==> src/rtl/shared_pio_pkg.sv <==
package shared_pio_pkg;

  typedef logic [31:0] mask_t;

  typedef struct packed {
    logic rd_n;
    logic wr_n;
  } strb_t;

  // bits lo..hi-1 set
  function automatic mask_t span_mask(input int lo, input int hi);
    mask_t m;
    for (int i = 0; i < 32; i++) m[i] = (i >= lo) && (i < hi);
    return m;
  endfunction

endpackage

==> src/rtl/shared_pio_decode.sv <==
module shared_pio_decode #(
  parameter int                ADDR_W    = 16,
  parameter logic [ADDR_W-1:0] PORT_ADDR = '0,
  parameter logic [ADDR_W-1:0] MASK      = '1
) (
  input  logic [ADDR_W-1:0] addr_i,
  output logic              hit_o
);
  assign hit_o = ((addr_i ^ PORT_ADDR) & MASK) == '0;
endmodule

==> src/rtl/shared_pio_strobe.sv <==
module shared_pio_strobe
  import shared_pio_pkg::*;
#(
  parameter bit MEM_SPACE = 1'b0
) (
  input  logic  io_rd_ni,
  input  logic  io_wr_ni,
  input  logic  mem_rd_ni,
  input  logic  mem_wr_ni,
  input  logic  hit_i,
  output strb_t sel_o,
  output logic  rd_en_o,
  output logic  wr_en_o,
  output logic  err_o
);
  generate
    if (MEM_SPACE) begin : g_mem
      logic unused_io;
      assign unused_io  = io_rd_ni & io_wr_ni;
      assign sel_o.rd_n = mem_rd_ni;
      assign sel_o.wr_n = mem_wr_ni;
    end else begin : g_io
      logic unused_mem;
      assign unused_mem = mem_rd_ni & mem_wr_ni;
      assign sel_o.rd_n = io_rd_ni;
      assign sel_o.wr_n = io_wr_ni;
    end
  endgenerate

  assign rd_en_o = hit_i & ~sel_o.rd_n &  sel_o.wr_n;
  assign wr_en_o = hit_i &  sel_o.rd_n & ~sel_o.wr_n;
  assign err_o   = hit_i & ~sel_o.rd_n & ~sel_o.wr_n;
endmodule

==> src/rtl/shared_pio_oreg.sv <==
module shared_pio_oreg #(
  parameter int DATA_W = 16
) (
  input  logic              clk_i,
  input  logic              rst_ni,
  input  logic              ld_i,
  input  logic [DATA_W-1:0] d_i,
  output logic [DATA_W-1:0] q_o
);
  always_ff @(posedge clk_i or negedge rst_ni) begin
    if (!rst_ni)   q_o <= '0;
    else if (ld_i) q_o <= d_i;
  end

  assert_hold_R6: assert property (@(posedge clk_i) disable iff (!rst_ni)
    !ld_i |=> $stable(q_o));

  assert_load_R5: assert property (@(posedge clk_i) disable iff (!rst_ni)
    ld_i |=> q_o == $past(d_i));
endmodule

==> src/rtl/shared_pio.sv <==
module shared_pio
  import shared_pio_pkg::*;
#(
  parameter int                ADDR_W    = 16,
  parameter int                DATA_W    = 16,
  parameter int                IO_W      = 8,
  parameter bit                MEM_SPACE = 1'b0,
  parameter logic [ADDR_W-1:0] PORT_ADDR = 16'h002C,
  parameter int                IGNORE_HI = 0
) (
  input  logic              clk_i,
  input  logic              rst_ni,
  input  logic [ADDR_W-1:0] addr_i,
  input  logic              io_rd_ni,
  input  logic              io_wr_ni,
  input  logic              mem_rd_ni,
  input  logic              mem_wr_ni,
  input  logic [DATA_W-1:0] data_i,
  output logic [DATA_W-1:0] data_o,
  output logic              data_oe_o,
  input  logic [DATA_W-1:0] pin_i,
  output logic [DATA_W-1:0] pout_o,
  output logic              hit_o,
  output logic              err_o
);
  localparam int CMP_W = MEM_SPACE ? ADDR_W : IO_W;
  localparam int LO    = MEM_SPACE ? 1 : 0;  // word port spans a byte pair
  localparam int HI    = CMP_W - IGNORE_HI;
  localparam logic [ADDR_W-1:0] MASK = ADDR_W'(span_mask(LO, HI));

  strb_t sel;
  logic  rd_en, wr_en;

  shared_pio_decode #(
    .ADDR_W(ADDR_W), .PORT_ADDR(PORT_ADDR), .MASK(MASK)
  ) u_dec (
    .addr_i(addr_i), .hit_o(hit_o)
  );

  shared_pio_strobe #(.MEM_SPACE(MEM_SPACE)) u_strb (
    .io_rd_ni(io_rd_ni), .io_wr_ni(io_wr_ni),
    .mem_rd_ni(mem_rd_ni), .mem_wr_ni(mem_wr_ni),
    .hit_i(hit_o), .sel_o(sel),
    .rd_en_o(rd_en), .wr_en_o(wr_en), .err_o(err_o)
  );

  shared_pio_oreg #(.DATA_W(DATA_W)) u_oreg (
    .clk_i(clk_i), .rst_ni(rst_ni), .ld_i(wr_en),
    .d_i(data_i), .q_o(pout_o)
  );

  assign data_oe_o = rd_en;
  assign data_o    = rd_en ? pin_i : '0;

  assert_drive_needs_read_R4: assert property (@(posedge clk_i) disable iff (!rst_ni)
    data_oe_o |-> (hit_o && !sel.rd_n && sel.wr_n && data_o == pin_i));

  assert_bus_released_R4: assert property (@(posedge clk_i) disable iff (!rst_ni)
    !data_oe_o |-> data_o == '0);

  assert_conflict_no_drive_R7: assert property (@(posedge clk_i) disable iff (!rst_ni)
    err_o |-> !data_oe_o);

  assert_conflict_no_load_R7: assert property (@(posedge clk_i) disable iff (!rst_ni)
    err_o |=> $stable(pout_o));
endmodule

==> config.mk <==
export PLATFORM = sky130hd
export DESIGN_NAME = shared_pio
export DESIGN_NICKNAME = d
export VERILOG_FILES = /design/src/rtl/shared_pio_pkg.sv /design/src/rtl/shared_pio_decode.sv /design/src/rtl/shared_pio_strobe.sv /design/src/rtl/shared_pio_oreg.sv /design/src/rtl/shared_pio.sv
export SDC_FILE = /design/constraint.sdc
export NUM_CORES = 1
export LEC_CHECK = 0
export ABC_AREA = 1
export BUFFER_PORTS_ARGS = -buffer_cell sky130_fd_sc_hd__buf_2
export CAP_MARGIN = 0
export CORE_MARGIN = 5
export CORE_UTILIZATION = 35
export CTS_BUF_LIST = sky130_fd_sc_hd__clkbuf_8
export DETAILED_ROUTE_END_ITERATION = 10
export HOLD_SLACK_MARGIN = 0.05
export PLACE_DENSITY = 0.79
export SYNTH_ARGS = -nofsm -noshare
export SYNTH_HDL_FRONTEND = slang
export SYNTH_SLANG_ARGS = --single-unit
==> constraint.sdc <==
create_clock -name clk_i -period 5.9 [get_ports clk_i]
set_input_delay 1.77 -clock clk_i [delete_from_list [all_inputs] [get_ports clk_i]]
set_output_delay 1.77 -clock clk_i [all_outputs]
set_load 0.005 [all_outputs]
==> flow_summary.html, run 1 <==
<table>
<tr><th>Metric</th><th>Value</th></tr>
<tr><th colspan="2">Critical path</th></tr>
<tr><td>Top delay family on crit path</td><td>simple AND/OR/NAND/NOR gates</td></tr>
<tr><td>Slowest cell on the critical path</td><td>sky130_fd_sc_hd__nor2_4</td></tr>
<tr><td>Number of cells on the critical path</td><td>7</td></tr>
<tr><td>Critical Path Sink Type</td><td>output port</td></tr>
<tr><td>Crit path buffers/inverters</td><td>2</td></tr>
<tr><td>Worst R2R Setup Slack</td><td>5.29 ns</td></tr>
<tr><td>Crit path cell chain</td><td>buf_2 &gt; nor2_1 &gt; nand2_1 &gt; nor2_4 &gt; nand3_4 &gt; nor2_1 &gt; buf_2</td></tr>
<tr><td>Endpoint of the worst-slack reg-to-reg timing path</td><td>u_oreg.q_o[4]$_DFFE_PN0P_</td></tr>
<tr><td>Critical Path Source Type</td><td>input pin</td></tr>
<tr><td>Worst EP arrival</td><td>3.07 ns</td></tr>
<tr><td>Worst r2r path cells</td><td>2</td></tr>
<tr><td>Critical path peak fanout</td><td>19</td></tr>
<tr><td>Delay of the slowest critical-path stage</td><td>0.37 ns</td></tr>
<tr><td>Worst Path Required</td><td>4.13 ns</td></tr>
<tr><td>Launch point of the worst reg-to-reg path</td><td>u_oreg.q_o[4]$_DFFE_PN0P_</td></tr>
<tr><td>Crit Path Class</td><td>in2out</td></tr>
<tr><th colspan="2">Run status</th></tr>
<tr><td>Status</td><td>finished clean</td></tr>
<tr><th colspan="2">Timing</th></tr>
<tr><td>Relative slew margins</td><td>53.2%</td></tr>
<tr><td>Unrepaired setup endpoints after global routing</td><td>false</td></tr>
<tr><td>Setup_tns</td><td>0 ns</td></tr>
<tr><td>Final worst hold slack</td><td>0.463 ns</td></tr>
<tr><td>Final count of negative-setup-slack endpoints</td><td>0</td></tr>
<tr><td>Hold Vio Cnt, Final</td><td>0</td></tr>
<tr><td>Final min period</td><td>4.84 ns</td></tr>
<tr><td>Number of max-slew violations in the final report</td><td>0</td></tr>
<tr><td>Slew at the pin closest to its max-slew limit</td><td>~0.70 ns</td></tr>
<tr><td>Maximum frequency from static timing analysis</td><td>206 MHz</td></tr>
<tr><td>Smallest setup slack after layout</td><td>~1.1 ns</td></tr>
<tr><td>Tcrit/Tclk final</td><td>approximately 82%</td></tr>
<tr><td>Worst setup skew after layout</td><td>0 ns</td></tr>
<tr><th colspan="2">Floorplan</th></tr>
<tr><td>Die extent in x</td><td>60.5 um</td></tr>
<tr><td>I/O pin total</td><td>89</td></tr>
<tr><td>Height of the chip</td><td>just over 60 um</td></tr>
<tr><td>Starting utilization of the core area</td><td>36.3%</td></tr>
<tr><td>Core Rows</td><td>18</td></tr>
<tr><td>Core area</td><td>about 2500 sq um</td></tr>
<tr><td>Die Area</td><td>3660 sq um</td></tr>
<tr><th colspan="2">Cells and area</th></tr>
<tr><td>Register name with the most flops</td><td>u_oreg.q_o</td></tr>
<tr><td>Commonest non-fill, non-tap cells in the layout</td><td>78 x sky130_fd_sc_hd__buf_2, 38 x sky130_fd_sc_hd__nand2_1, 24 x sky130_fd_sc_hd__inv_1, 16 x sky130_fd_sc_hd__nand3_1, 16 x sky130_fd_sc_hd__dfrtp_1</td></tr>
<tr><td>Area Growth Syn to Fin</td><td>49.4%</td></tr>
<tr><td>Number of flip-flops in the largest register</td><td>16</td></tr>
<tr><td>Final cell utilization of the core</td><td>54.3%</td></tr>
<tr><td>Antenna cell count</td><td>0</td></tr>
<tr><td>Final cell count without fillers</td><td>231</td></tr>
<tr><td>Registers with the most flip-flops</td><td>u_oreg.q_o: 16 flops</td></tr>
<tr><td>Commonest non-fill, non-tap cell in the layout</td><td>sky130_fd_sc_hd__buf_2</td></tr>
<tr><td>Fraction of final layout cells sized beyond drive strength 1</td><td>around 47%</td></tr>
<tr><td>NumNets Final</td><td>between 200 and 300</td></tr>
<tr><th colspan="2">Drt</th></tr>
<tr><td>First-pass DRT Iterations</td><td>3</td></tr>
<tr><td>Post-detailed-route DRC marker count</td><td>0</td></tr>
<tr><td>Number of nets with antenna violations after routing</td><td>0</td></tr>
<tr><td>Number of vias after detailed routing</td><td>a little under 1000</td></tr>
<tr><td>Detailed Route WL</td><td>2.52 mm</td></tr>
<tr><td>Average wire per standard cell</td><td>10.9 um</td></tr>
<tr><td>Iter 0 DRT Violations</td><td>23</td></tr>
<tr><td>Vias per cell</td><td>4.28</td></tr>
<tr><th colspan="2">Synthesis</th></tr>
<tr><td>Share of the synthesized area in the top cell type</td><td>44.9%</td></tr>
<tr><td>Seq cells post-synth</td><td>16</td></tr>
<tr><td>Number of unique standard cell types used by synthesis</td><td>12</td></tr>
<tr><td>Leading area contributor after synthesis</td><td>sky130_fd_sc_hd__dfrtp_1</td></tr>
<tr><td>Biggest area contributors in the synthesized netlist</td><td>sky130_fd_sc_hd__dfrtp_1 45%, sky130_fd_sc_hd__nand2_1 16%, sky130_fd_sc_hd__inv_1 10%</td></tr>
<tr><td>Post-Synthesis Net Count</td><td>178</td></tr>
<tr><td>Yosys warnings</td><td>0</td></tr>
<tr><td>Average footprint of a synthesized cell</td><td>7.19 sq um</td></tr>
<tr><td>Instance count of the mapped netlist</td><td>roughly 120</td></tr>
<tr><td>Cell area after synthesis</td><td>just under 900 sq um</td></tr>
<tr><td>Proportion of synthesized chip area in sequential cells</td><td>44.9%</td></tr>
<tr><th colspan="2">GRT</th></tr>
<tr><td>Global-route wire length before repair</td><td>3.84 mm</td></tr>
<tr><td>Congestion Overflow GR</td><td>0</td></tr>
<tr><td>Global-route track usage on met2</td><td>25.5%</td></tr>
<tr><td>Initial antenna violation count</td><td>0</td></tr>
<tr><td>Top Usage Layer GRT</td><td>met2</td></tr>
<tr><td>Number of global-route vias before repair</td><td>925</td></tr>
<tr><td>GRT Resource Usage Total</td><td>13.9%</td></tr>
<tr><td>Largest net degree at the start of global routing</td><td>20</td></tr>
<tr><td>Met3 layer usage reported by global route</td><td>under 10%</td></tr>
<tr><td>Met1 Track Usage GR</td><td>15.1%</td></tr>
<tr><th colspan="2">Clocking</th></tr>
<tr><td>Cts hold-fix bufs</td><td>0</td></tr>
<tr><td>CTS tree</td><td>yes</td></tr>
<tr><td>Post-CTS resize count</td><td>0</td></tr>
<tr><td>Inserted Clock Buffers</td><td>3</td></tr>
<tr><td>Count of buffers added by post-CTS timing repair for setup</td><td>0</td></tr>
<tr><td>Clk sink count</td><td>16</td></tr>
<tr><td>Clock root buffer</td><td>sky130_fd_sc_hd__clkbuf_8</td></tr>
<tr><td>Clock latency at the later pin of the worst-skew pair</td><td>approximately 0.24 ns</td></tr>
<tr><td>Bufs on Longest Clock Path</td><td>2</td></tr>
<tr><td>Max H-tree Level</td><td>1</td></tr>
<tr><td>Clock input transition at the sequential cells of the worst setup and hold paths</td><td>~0.060 ns</td></tr>
<tr><th colspan="2">Placed design</th></tr>
<tr><td>Half-perimeter wire length after detailed placement</td><td>slightly above 2 mm</td></tr>
<tr><td>Number of input and output port buffers inserted</td><td>78</td></tr>
<tr><td>DP Worst Slack</td><td>1.02 ns</td></tr>
<tr><td>Final GP Congestion</td><td>0.703</td></tr>
<tr><td>Post-Place Cells</td><td>228</td></tr>
<tr><th colspan="2">Hold path</th></tr>
<tr><td>Worst hold path cell count</td><td>2</td></tr>
<tr><td>Hold Path Origin</td><td>u_oreg.q_o[15]$_DFFE_PN0P_</td></tr>
<tr><td>Path type of the worst min-delay path</td><td>reg2reg</td></tr>
<tr><td>Worst Hold Endpoint</td><td>u_oreg.q_o[15]$_DFFE_PN0P_</td></tr>
<tr><th colspan="2">Pwr</th></tr>
<tr><td>Cell area power density</td><td>167 nW/um^2</td></tr>
<tr><td>Worst supply voltage drop on vdd</td><td>about 0.17 mV</td></tr>
<tr><td>Pleak</td><td>~0.93 nW</td></tr>
<tr><th colspan="2">Job</th></tr>
<tr><td>Number of maximum-capacitance constraint violations</td><td>0</td></tr>
</table>
cell usage after synthesis:
cell type	count
sky130_fd_sc_hd__nor2_2	10
sky130_fd_sc_hd__buf_6	1
sky130_fd_sc_hd__nand3_4	1
sky130_fd_sc_hd__nand3_2	1
sky130_fd_sc_hd__nor2_4	1
sky130_fd_sc_hd__buf_2	2
sky130_fd_sc_hd__nand3_1	16
sky130_fd_sc_hd__buf_4	1
sky130_fd_sc_hd__nor2_1	13
sky130_fd_sc_hd__inv_1	24
sky130_fd_sc_hd__dfrtp_1	16
sky130_fd_sc_hd__nand2_1	38
final cells by class:
type | instances | area [sq um]
Clock buffer | 3 | 41.3
Fill cell | 262 | 1120
Inverter | 24 | 90.1
Multi-Input combinational cell | 80 | 373
Sequential cell | 16 | 400
Tap cell | 30 | 37.5
Timing Repair Buffer | 78 | 390
kinds of logic after synthesis:
kind of cell,count (synthesis),share of synthesized area [%]
simple gates,80,41.8
flops,16,44.9
buf+inv,28,13.3
per-stage QoR:
| step | power (mW) | cell area [sq um] |
|---|---|---|
| floorplan | 0.126 | 892 |
| global placement | 0.146 | 1290 |
| detailed placement | 0.147 | 1290 |
| CTS | 0.227 | 1330 |
| global route | 0.236 | 1330 |
| finish | 0.222 | 1330 |
worst register-to-register path, stage by stage (launching register included):
cell and delay, ns:
sky130_fd_sc_hd__dfrtp_1 0.37, sky130_fd_sc_hd__nand2_1 0.07, sky130_fd_sc_hd__nand2_1 0.06
report_power, final:
part | total [mW] | switching [mW] | internal (mW)
Combinational | 0.0302 | 0.0152 | 0.0150
Sequential | 0.114 | 0.00146 | 0.113
Clock | 0.0776 | 0.0325 | 0.0451
Total | 0.222 | 0.0491 | 0.173
routing by layer:
| layer | vias up | wire length [um] |
|---|---|---|
| met2 | 30 | 1380 |
| met5 | - | 0 |
| met4 | 0 | 22 |
| li1 | 517 | - |
| met1 | 440 | 913 |
| met3 | 2 | 201 |
worst max-delay path by stage:
stage / startpoint / end
4_1_cts: addr_i[1] / data_o[5]
5_1_grt: addr_i[1] / data_o[2]
6_report: addr_i[1] / data_o[5]
3_3_place_gp: addr_i[1] / data_o[4]
3_5_place_dp: addr_i[1] / data_o[5]
2_1_floorplan: addr_i[1] / data_o[10]
No activity file was read; power rests on OpenSTA's default activity.
==> inputs of run 2 (changes only) <==
--- a/config.mk
+++ b/config.mk
@@ -5,7 +5,7 @@
 export SDC_FILE = /design/constraint.sdc
 export NUM_CORES = 1
 export LEC_CHECK = 0
-export ABC_AREA = 1
+export ABC_AREA = 0
 export BUFFER_PORTS_ARGS = -buffer_cell sky130_fd_sc_hd__buf_2
 export CAP_MARGIN = 0
 export CORE_MARGIN = 5
@@ -13,7 +13,7 @@
 export CTS_BUF_LIST = sky130_fd_sc_hd__clkbuf_8
 export DETAILED_ROUTE_END_ITERATION = 10
 export HOLD_SLACK_MARGIN = 0.05
-export PLACE_DENSITY = 0.79
+export PLACE_DENSITY = 0.82
 export SYNTH_ARGS = -nofsm -noshare
 export SYNTH_HDL_FRONTEND = slang
 export SYNTH_SLANG_ARGS = --single-unit
==> constraint.sdc (replaced) <==
create_clock -name clk_i -period 4.6 [get_ports clk_i]
set_input_delay 1.38 -clock clk_i [delete_from_list [all_inputs] [get_ports clk_i]]
set_output_delay 1.38 -clock clk_i [all_outputs]
set_load 0.005 [all_outputs]
==> flow_summary.html, run 2 <==
<table>
<tr><th>Metric</th><th>Value</th></tr>
<tr><th colspan="2">Synthesis</th></tr>
<tr><td>Top_reg_cell synth</td><td>sky130_fd_sc_hd__dfrtp_1</td></tr>
<tr><td>Biggest area contributors in the synthesized netlist</td><td>sky130_fd_sc_hd__dfrtp_1 49%, sky130_fd_sc_hd__mux2_4 18%, sky130_fd_sc_hd__and2_1 13%</td></tr>
<tr><td>Async S/R FF share, synth</td><td>100%</td></tr>
<tr><td>EDFF count, synth</td><td>0</td></tr>
<tr><td>Post-Synthesis Net Count</td><td>110</td></tr>
<tr><td>Xor-xnor portion of the synthesized cell area</td><td>0%</td></tr>
<tr><td>Portion of netlist area occupied by mux cells</td><td>between 20% and 30%</td></tr>
<tr><td>Leading area contributor after synthesis</td><td>sky130_fd_sc_hd__dfrtp_1</td></tr>
<tr><td>Number of unique standard cell types used by synthesis</td><td>11</td></tr>
<tr><td>Proportion of synthesized chip area in sequential cells</td><td>between 40% and 50%</td></tr>
<tr><td>Basic-gate share of the synthesized area counting and, or, nand and nor cells</td><td>22.5%</td></tr>
<tr><td>Yosys warnings</td><td>0</td></tr>
<tr><td>Most frequent cells after synthesis</td><td>17 x sky130_fd_sc_hd__and2_1, 16 x sky130_fd_sc_hd__dfrtp_1, 10 x sky130_fd_sc_hd__mux2_4</td></tr>
<tr><td>Compound-Gate Fraction of Synth Area</td><td>0%</td></tr>
<tr><td>Average footprint of a synthesized cell</td><td>14.6 sq um</td></tr>
<tr><td>Cell area after synthesis</td><td>818 sq um</td></tr>
<tr><td>Main combinational cell family by area after synthesis</td><td>multiplexers</td></tr>
<tr><td>Adder-Cell Fraction of Synth Area</td><td>0%</td></tr>
<tr><td>Seq cells post-synth</td><td>16</td></tr>
<tr><td>Most frequent cell after synthesis</td><td>sky130_fd_sc_hd__and2_1</td></tr>
<tr><td>Instance count of the mapped netlist</td><td>56</td></tr>
<tr><td>Share of the synthesized area in the top cell type</td><td>48.9%</td></tr>
<tr><th colspan="2">Clocking</th></tr>
<tr><td>Cts hold-fix bufs</td><td>0</td></tr>
<tr><td>CTS tree</td><td>yes</td></tr>
<tr><td>Clock root buffer</td><td>sky130_fd_sc_hd__clkbuf_8</td></tr>
<tr><td>Inserted Clock Buffers</td><td>3</td></tr>
<tr><td>Bufs on Longest Clock Path</td><td>2</td></tr>
<tr><td>Clk sink count</td><td>16</td></tr>
<tr><td>Clock input transition at the sequential cells of the worst setup and hold paths</td><td>about 0.060 ns</td></tr>
<tr><td>Max H-tree Level</td><td>1</td></tr>
<tr><td>Post-CTS resize count</td><td>0</td></tr>
<tr><td>Clock latency at the later pin of the worst-skew pair</td><td>0.24 ns</td></tr>
<tr><td>Count of buffers added by post-CTS timing repair for setup</td><td>0</td></tr>
<tr><th colspan="2">Floorplan</th></tr>
<tr><td>I/O pin total</td><td>between 80 and 90</td></tr>
<tr><td>Core area</td><td>2210 sq um</td></tr>
<tr><td>Core Rows</td><td>17</td></tr>
<tr><td>Die extent in x</td><td>58.4 um</td></tr>
<tr><td>Die Area</td><td>approximately 3400 sq um</td></tr>
<tr><td>Starting utilization of the core area</td><td>37.0%</td></tr>
<tr><td>Height of the chip</td><td>slightly below 60 um</td></tr>
<tr><th colspan="2">Timing</th></tr>
<tr><td>Maximum frequency from static timing analysis</td><td>249 MHz</td></tr>
<tr><td>Number of max-slew violations in the final report</td><td>0</td></tr>
<tr><td>Relative slew margins</td><td>74.4%</td></tr>
<tr><td>Final worst hold slack</td><td>around 0.5 ns</td></tr>
<tr><td>Slew at the pin closest to its max-slew limit</td><td>0.384 ns</td></tr>
<tr><td>Tcrit/Tclk final</td><td>87.3%</td></tr>
<tr><td>Worst setup skew after layout</td><td>0 ns</td></tr>
<tr><td>Unrepaired setup endpoints after global routing</td><td>false</td></tr>
<tr><td>Setup_tns</td><td>0 ns</td></tr>
<tr><td>Final count of negative-setup-slack endpoints</td><td>0</td></tr>
<tr><td>Final min period</td><td>4.02 ns</td></tr>
<tr><td>Hold Vio Cnt, Final</td><td>0</td></tr>
<tr><th colspan="2">Cells and area</th></tr>
<tr><td>Fraction of final layout cells sized beyond drive strength 1</td><td>74.3%</td></tr>
<tr><td>NumNets Final</td><td>191</td></tr>
<tr><td>Commonest non-fill, non-tap cells in the layout</td><td>78 x sky130_fd_sc_hd__buf_2, 17 x sky130_fd_sc_hd__and2_1, 16 x sky130_fd_sc_hd__dfrtp_1, 10 x sky130_fd_sc_hd__mux2_4, 6 x sky130_fd_sc_hd__mux2_2</td></tr>
<tr><td>Post-route cell area</td><td>1280 sq um</td></tr>
<tr><td>Layout filler cell count</td><td>187</td></tr>
<tr><td>Register name with the most flops</td><td>u_oreg.q_o</td></tr>
<tr><td>Registers with the most flip-flops</td><td>u_oreg.q_o: 16 flops</td></tr>
<tr><td>Reg area</td><td>400 sq um</td></tr>
<tr><td>Final cell count without fillers</td><td>164</td></tr>
<tr><td>Commonest non-fill, non-tap cell in the layout</td><td>sky130_fd_sc_hd__buf_2</td></tr>
<tr><td>Number of flip-flops in the largest register</td><td>16</td></tr>
<tr><td>Total area of multi-input combinational cells</td><td>402 sq um</td></tr>
<tr><td>Antenna cell count</td><td>0</td></tr>
<tr><td>Area Growth Syn to Fin</td><td>56.7%</td></tr>
<tr><th colspan="2">GRT</th></tr>
<tr><td>Congestion Overflow GR</td><td>0</td></tr>
<tr><td>Top Usage Layer GRT</td><td>met2</td></tr>
<tr><td>Largest net degree at the start of global routing</td><td>18</td></tr>
<tr><td>GRT Resource Usage Total</td><td>12.3%</td></tr>
<tr><td>Met3 layer usage reported by global route</td><td>under 10%</td></tr>
<tr><td>Global-route track usage on met2</td><td>~22%</td></tr>
<tr><td>Global-route wire length before repair</td><td>3.33 mm</td></tr>
<tr><td>Met1 Track Usage GR</td><td>12.9%</td></tr>
<tr><td>Initial antenna violation count</td><td>0</td></tr>
<tr><td>Number of global-route vias before repair</td><td>803</td></tr>
<tr><th colspan="2">Critical path</th></tr>
<tr><td>Worst EP arrival</td><td>between 2 and 3 ns</td></tr>
<tr><td>Critical Path Sink Type</td><td>output port</td></tr>
<tr><td>Delay of the slowest critical-path stage</td><td>0.49 ns</td></tr>
<tr><td>Critical Path Source Type</td><td>input pin</td></tr>
<tr><td>Crit Path Class</td><td>in2out</td></tr>
<tr><td>Crit path cell chain</td><td>buf_2 &gt; nor4b_4 &gt; and4b_1 &gt; and2_1 &gt; buf_2</td></tr>
<tr><td>Worst R2R Setup Slack</td><td>3.84 ns</td></tr>
<tr><td>Critical path peak fanout</td><td>17</td></tr>
<tr><td>Slowest cell on the critical path</td><td>sky130_fd_sc_hd__and4b_1</td></tr>
<tr><td>Crit path top cell by count</td><td>sky130_fd_sc_hd__buf_2</td></tr>
<tr><td>Worst Path Required</td><td>3.22 ns</td></tr>
<tr><th colspan="2">Pwr</th></tr>
<tr><td>Cell area power density</td><td>234 nW/um^2</td></tr>
<tr><td>Pleak</td><td>roughly 0.84 nW</td></tr>
<tr><td>PnR Total Power</td><td>0.300 mW</td></tr>
<tr><td>Worst supply voltage drop on vdd</td><td>0.147 mV</td></tr>
<tr><th colspan="2">Job</th></tr>
<tr><td>Number of maximum-capacitance constraint violations</td><td>0</td></tr>
<tr><th colspan="2">Drt</th></tr>
<tr><td>Detailed Route WL</td><td>2.18 mm</td></tr>
<tr><td>Iter 0 DRT Violations</td><td>22</td></tr>
<tr><td>Average wire per standard cell</td><td>13.3 um</td></tr>
<tr><td>Vias per cell</td><td>4.51</td></tr>
<tr><td>Post-detailed-route DRC marker count</td><td>0</td></tr>
<tr><td>Number of nets with antenna violations after routing</td><td>0</td></tr>
<tr><td>First-pass DRT Iterations</td><td>3</td></tr>
<tr><td>Number of vias after detailed routing</td><td>739</td></tr>
<tr><th colspan="2">Placed design</th></tr>
<tr><td>Post-Place Cells</td><td>between 150 and 200</td></tr>
<tr><td>Placement Cell Area</td><td>1230 sq um</td></tr>
<tr><td>Final GP Congestion</td><td>0.774</td></tr>
<tr><td>Number of input and output port buffers inserted</td><td>78</td></tr>
<tr><th colspan="2">Hold path</th></tr>
<tr><td>Path type of the worst min-delay path</td><td>reg2reg</td></tr>
<tr><th colspan="2">Run status</th></tr>
<tr><td>Status</td><td>finished clean</td></tr>
</table>
[run 2: cell count changes after synthesis, sizes merged, moves of 2 or more]
cell	change
nor2	-24
and2	+17
nand3	-18
buf	-2
inv	-24
mux2	+16
nand2	-38
[run 2: logic make-up after synthesis]
group / Yosys count
AND/OR/NAND/NOR: 22
multiplexers: 16
buffers and inverters: 2
flip-flops: 16
[run 2: path summary, 6_finish.rpt]
| kind | start | to | cells after the start |
|---|---|---|---|
| max | addr_i[1] | data_o[8] | 5 |
| min | u_oreg.q_o[7]$_DFFE_PN0P_ | u_oreg.q_o[7]$_DFFE_PN0P_ | 1 |
| max reg2reg | u_oreg.q_o[14]$_DFFE_PN0P_ | u_oreg.q_o[14]$_DFFE_PN0P_ | 1 |
| min reg2reg | u_oreg.q_o[7]$_DFFE_PN0P_ | u_oreg.q_o[7]$_DFFE_PN0P_ | 1 |
| max in group asynchronous | rst_ni | u_oreg.q_o[9]$_DFFE_PN0P_ | 1 |
| min in group asynchronous | rst_ni | u_oreg.q_o[3]$_DFFE_PN0P_ | 1 |
[run 2: cell type report]
cell class | count | share of cell area (%)
multi-input cells | 38 | 31.3
flip-flops and latches | 16 | 31.2
repair buffers | 78 | 30.4
clock buffers | 4 | 4.29
well taps | 28 | 2.73
[run 2: critical path, delay by kind of cell]
family,cells,cell delay [ns]
buf+inv,2,0.22
simple gates,3,1.03
[run 2: per-stage QoR]
stage / setup WS (ns) / util (%)
CTS: 0.579 / 58.0
finish: 0.584 / 58.0
floorplan: 0.886 / -
global route: 0.447 / 58.0
global placement: 0.642 / 55.5
detailed placement: 0.582 / 55.5
[run 2: metal layers]
layer	vias to the layer above	share of wire, %
met2	60	47
met1	328	34
met4	0	0
li1	351	-
met5	-	0
met3	0	20
[run 2: power breakdown]
part           total, mW  leakage, nW  internal (mW)  switching, mW
Clock              0.121       0.0288         0.0757         0.0451
Combinational     0.0325        0.586         0.0211         0.0115
Sequential         0.146        0.222          0.145        0.00195
==> inputs of run 3 (changes only) <==
--- a/config.mk
+++ b/config.mk
@@ -5,7 +5,7 @@
 export SDC_FILE = /design/constraint.sdc
 export NUM_CORES = 1
 export LEC_CHECK = 0
-export ABC_AREA = 0
+export ABC_AREA = 1
 export BUFFER_PORTS_ARGS = -buffer_cell sky130_fd_sc_hd__buf_2
 export CAP_MARGIN = 0
 export CORE_MARGIN = 5
@@ -13,7 +13,7 @@
 export CTS_BUF_LIST = sky130_fd_sc_hd__clkbuf_8
 export DETAILED_ROUTE_END_ITERATION = 10
 export HOLD_SLACK_MARGIN = 0.05
-export PLACE_DENSITY = 0.82
+export PLACE_DENSITY = 0.79
 export SYNTH_ARGS = -nofsm -noshare
 export SYNTH_HDL_FRONTEND = slang
 export SYNTH_SLANG_ARGS = --single-unit
==> flow_summary.html, run 3 (synthesized netlist as in run 1, its figures left out) <==
<table>
<tr><th>Metric</th><th>Value</th></tr>
<tr><th colspan="2">GRT</th></tr>
<tr><td>GRT Resource Usage Total</td><td>13.4%</td></tr>
<tr><td>Number of global-route vias before repair</td><td>~850</td></tr>
<tr><td>Met1 Track Usage GR</td><td>16.9%</td></tr>
<tr><td>Initial antenna violation count</td><td>0</td></tr>
<tr><td>Top Usage Layer GRT</td><td>met2</td></tr>
<tr><td>Global-route track usage on met2</td><td>22.4%</td></tr>
<tr><td>Largest net degree at the start of global routing</td><td>19</td></tr>
<tr><td>Congestion Overflow GR</td><td>0</td></tr>
<tr><td>Met3 layer usage reported by global route</td><td>4.68%</td></tr>
<tr><td>Global-route wire length before repair</td><td>around 3.7 mm</td></tr>
<tr><th colspan="2">Clocking</th></tr>
<tr><td>Cts hold-fix bufs</td><td>0</td></tr>
<tr><td>Clock root buffer</td><td>sky130_fd_sc_hd__clkbuf_8</td></tr>
<tr><td>Clk sink count</td><td>16</td></tr>
<tr><td>Clock input transition at the sequential cells of the worst setup and hold paths</td><td>0.06 ns</td></tr>
<tr><td>Post-CTS resize count</td><td>0</td></tr>
<tr><td>Count of buffers added by post-CTS timing repair for setup</td><td>0</td></tr>
<tr><td>Bufs on Longest Clock Path</td><td>2</td></tr>
<tr><td>Inserted Clock Buffers</td><td>3</td></tr>
<tr><td>Clock latency at the later pin of the worst-skew pair</td><td>0.24 ns</td></tr>
<tr><td>Max H-tree Level</td><td>1</td></tr>
<tr><td>CTS tree</td><td>yes</td></tr>
<tr><th colspan="2">Critical path</th></tr>
<tr><td>Worst R2R Setup Slack</td><td>3.97 ns</td></tr>
<tr><td>Worst r2r path cells</td><td>2</td></tr>
<tr><td>Crit path cell chain</td><td>buf_2 &gt; nor2_1 &gt; nand2_1 &gt; nor2_4 &gt; buf_4 &gt; nand2_1 &gt; nor2_1 &gt; buf_2</td></tr>
<tr><td>Delay of the slowest critical-path stage</td><td>0.23 ns</td></tr>
<tr><td>Critical Path Source Type</td><td>input pin</td></tr>
<tr><td>Worst EP arrival</td><td>~2.3 ns</td></tr>
<tr><td>Launch point of the worst reg-to-reg path</td><td>u_oreg.q_o[2]$_DFFE_PN0P_</td></tr>
<tr><td>Endpoint of the worst-slack reg-to-reg timing path</td><td>u_oreg.q_o[2]$_DFFE_PN0P_</td></tr>
<tr><td>Worst Path Required</td><td>3.22 ns</td></tr>
<tr><td>Crit Path Class</td><td>in2out</td></tr>
<tr><td>Critical path peak fanout</td><td>18</td></tr>
<tr><td>Critical Path Sink Type</td><td>output port</td></tr>
<tr><td>Slowest cell on the critical path</td><td>sky130_fd_sc_hd__buf_4</td></tr>
<tr><th colspan="2">Timing</th></tr>
<tr><td>Relative slew margins</td><td>54.9%</td></tr>
<tr><td>Maximum frequency from static timing analysis</td><td>270 MHz</td></tr>
<tr><td>Setup_tns</td><td>0 ns</td></tr>
<tr><td>Final min period</td><td>3.70 ns</td></tr>
<tr><td>Tcrit/Tclk final</td><td>80.4%</td></tr>
<tr><td>Slew at the pin closest to its max-slew limit</td><td>0.676 ns</td></tr>
<tr><td>Number of max-slew violations in the final report</td><td>0</td></tr>
<tr><td>Hold Vio Cnt, Final</td><td>0</td></tr>
<tr><td>Final count of negative-setup-slack endpoints</td><td>0</td></tr>
<tr><td>Worst setup skew after layout</td><td>0 ns</td></tr>
<tr><td>Unrepaired setup endpoints after global routing</td><td>false</td></tr>
<tr><th colspan="2">Drt</th></tr>
<tr><td>Number of nets with antenna violations after routing</td><td>0</td></tr>
<tr><td>Average wire per standard cell</td><td>between 10 and 15 um</td></tr>
<tr><td>Vias per cell</td><td>about 4.2</td></tr>
<tr><td>Number of vias after detailed routing</td><td>slightly below 1000</td></tr>
<tr><td>Post-detailed-route DRC marker count</td><td>0</td></tr>
<tr><td>Detailed Route WL</td><td>2.46 mm</td></tr>
<tr><td>First-pass DRT Iterations</td><td>4</td></tr>
<tr><td>Iter 0 DRT Violations</td><td>24</td></tr>
<tr><th colspan="2">Floorplan</th></tr>
<tr><td>Core Rows</td><td>18</td></tr>
<tr><td>Die Area</td><td>around 3700 sq um</td></tr>
<tr><td>Height of the chip</td><td>60.5 um</td></tr>
<tr><td>I/O pin total</td><td>89</td></tr>
<tr><td>Core area</td><td>2450 sq um</td></tr>
<tr><td>Starting utilization of the core area</td><td>36.3%</td></tr>
<tr><td>Die extent in x</td><td>between 60 and 70 um</td></tr>
<tr><th colspan="2">Placed design</th></tr>
<tr><td>Final GP Congestion</td><td>between 0.7 and 0.8</td></tr>
<tr><td>Half-perimeter wire length after detailed placement</td><td>approximately 2 mm</td></tr>
<tr><td>Placement Cell Area</td><td>1300 sq um</td></tr>
<tr><td>Number of input and output port buffers inserted</td><td>78</td></tr>
<tr><th colspan="2">Hold path</th></tr>
<tr><td>Hold Path Origin</td><td>u_oreg.q_o[15]$_DFFE_PN0P_</td></tr>
<tr><td>Worst Hold Endpoint</td><td>u_oreg.q_o[15]$_DFFE_PN0P_</td></tr>
<tr><td>Worst hold path cell count</td><td>2</td></tr>
<tr><td>Path type of the worst min-delay path</td><td>reg2reg</td></tr>
<tr><th colspan="2">Cells and area</th></tr>
<tr><td>Fraction of final layout cells sized beyond drive strength 1</td><td>47.0%</td></tr>
<tr><td>Commonest non-fill, non-tap cells in the layout</td><td>78 x sky130_fd_sc_hd__buf_2, 38 x sky130_fd_sc_hd__nand2_1, 24 x sky130_fd_sc_hd__inv_1, 16 x sky130_fd_sc_hd__nand3_1, 16 x sky130_fd_sc_hd__dfrtp_1</td></tr>
<tr><td>Registers with the most flip-flops</td><td>u_oreg.q_o: 16 flops</td></tr>
<tr><td>Commonest non-fill, non-tap cell in the layout</td><td>sky130_fd_sc_hd__buf_2</td></tr>
<tr><td>Layout filler cell count</td><td>271</td></tr>
<tr><td>Post-route cell area</td><td>1340 sq um</td></tr>
<tr><td>Number of flip-flops in the largest register</td><td>16</td></tr>
<tr><td>Antenna cell count</td><td>0</td></tr>
<tr><td>Register name with the most flops</td><td>u_oreg.q_o</td></tr>
<tr><td>Area Growth Syn to Fin</td><td>50.2%</td></tr>
<tr><td>NumNets Final</td><td>around 260</td></tr>
<tr><th colspan="2">Pwr</th></tr>
<tr><td>Worst supply voltage drop on vdd</td><td>about 0.23 mV</td></tr>
<tr><td>Reported net switching power</td><td>0.0618 mW</td></tr>
<tr><td>Pleak</td><td>just over 0.9 nW</td></tr>
<tr><td>Proportion of power drawn by flip-flops and latches</td><td>51.7%</td></tr>
<tr><td>Comb power frac</td><td>a little over an eighth</td></tr>
<tr><td>Cell area power density</td><td>212 nW/um^2</td></tr>
<tr><td>Fraction of power spent switching nets</td><td>about 22%</td></tr>
<tr><td>Clock Power Share</td><td>approximately a third</td></tr>
<tr><td>Cell internal power dissipation</td><td>0.222 mW</td></tr>
<tr><th colspan="2">Job</th></tr>
<tr><td>Number of maximum-capacitance constraint violations</td><td>0</td></tr>
<tr><th colspan="2">Run status</th></tr>
<tr><td>Status</td><td>finished clean</td></tr>
</table>
==> run 3: cell count changes in the layout (fill, tap and decap cells not counted), sizes merged, moves of 16 or more <==
cell   previous run  this run
and2             17         0
inv               0        24
mux2             16         0
nand2             0        38
nand3             0        18
nor2              0        24
==> run 3: how the worst max path moves through the flow <==
stage,end,cells after the start,slack [ns],startpoint
final,err_o,8,0.90,addr_i[1]
after global routing,err_o,8,0.77,addr_i[1]
after CTS,err_o,8,0.88,addr_i[1]
after detailed placement,err_o,8,0.88,addr_i[1]
after global placement,err_o,8,0.89,addr_i[1]
after floorplan,data_o[10],6,1.06,addr_i[1]
==> run 3: power groups by stage <==
stage / registers, mW / logic, mW / clock network, mW
6_report: 0.147 / 0.0384 / 0.0986
5_1_grt: 0.147 / 0.0440 / 0.107
4_1_cts: 0.146 / 0.0393 / 0.102
3_5_place_dp: 0.149 / 0.0393 / 0
3_3_place_gp: 0.149 / 0.0383 / 0
2_1_floorplan: 0.149 / 0.0122 / 0
==> run 3: through the flow <==
step / cells / utilization [%] / worst slack (ns) / hold slack, ns / total power, mW
floorplan: 124 / - / 1.06 / 0.465 / 0.162
global placement: 229 / 52.9 / 0.889 / 0.449 / 0.187
detailed placement: 229 / 52.9 / 0.880 / 0.453 / 0.188
CTS: 232 / 54.6 / 0.879 / 0.467 / 0.287
global route: 232 / 54.6 / 0.767 / 0.477 / 0.298
finish: 232 / 54.6 / 0.901 / 0.464 / 0.283
==> run 3: critical path, delay by kind of cell <==
family                 cells  cell delay (ns)
buffers and inverters      3             0.44
and+or+nand+nor            5             0.49
==> run 3: cell type report <==
cell class,count,area (sq um),share of cell area (%)
sequential,16,400,29.9
inverter,24,90.1,6.72
multi-input combinational,80,373,27.8
clock buffer,3,41.3,3.08
timing repair buffer,79,398,29.7
tap,30,37.5,2.80
==> run 3: per-layer routing <==
layer	routed length (um)	vias to the layer above	part of all wire [%]
met1	948	424	38
met2	1320	32	53
met5	0	-	0
met3	175	2	7.1
li1	-	520	-
met4	23	0	0.93
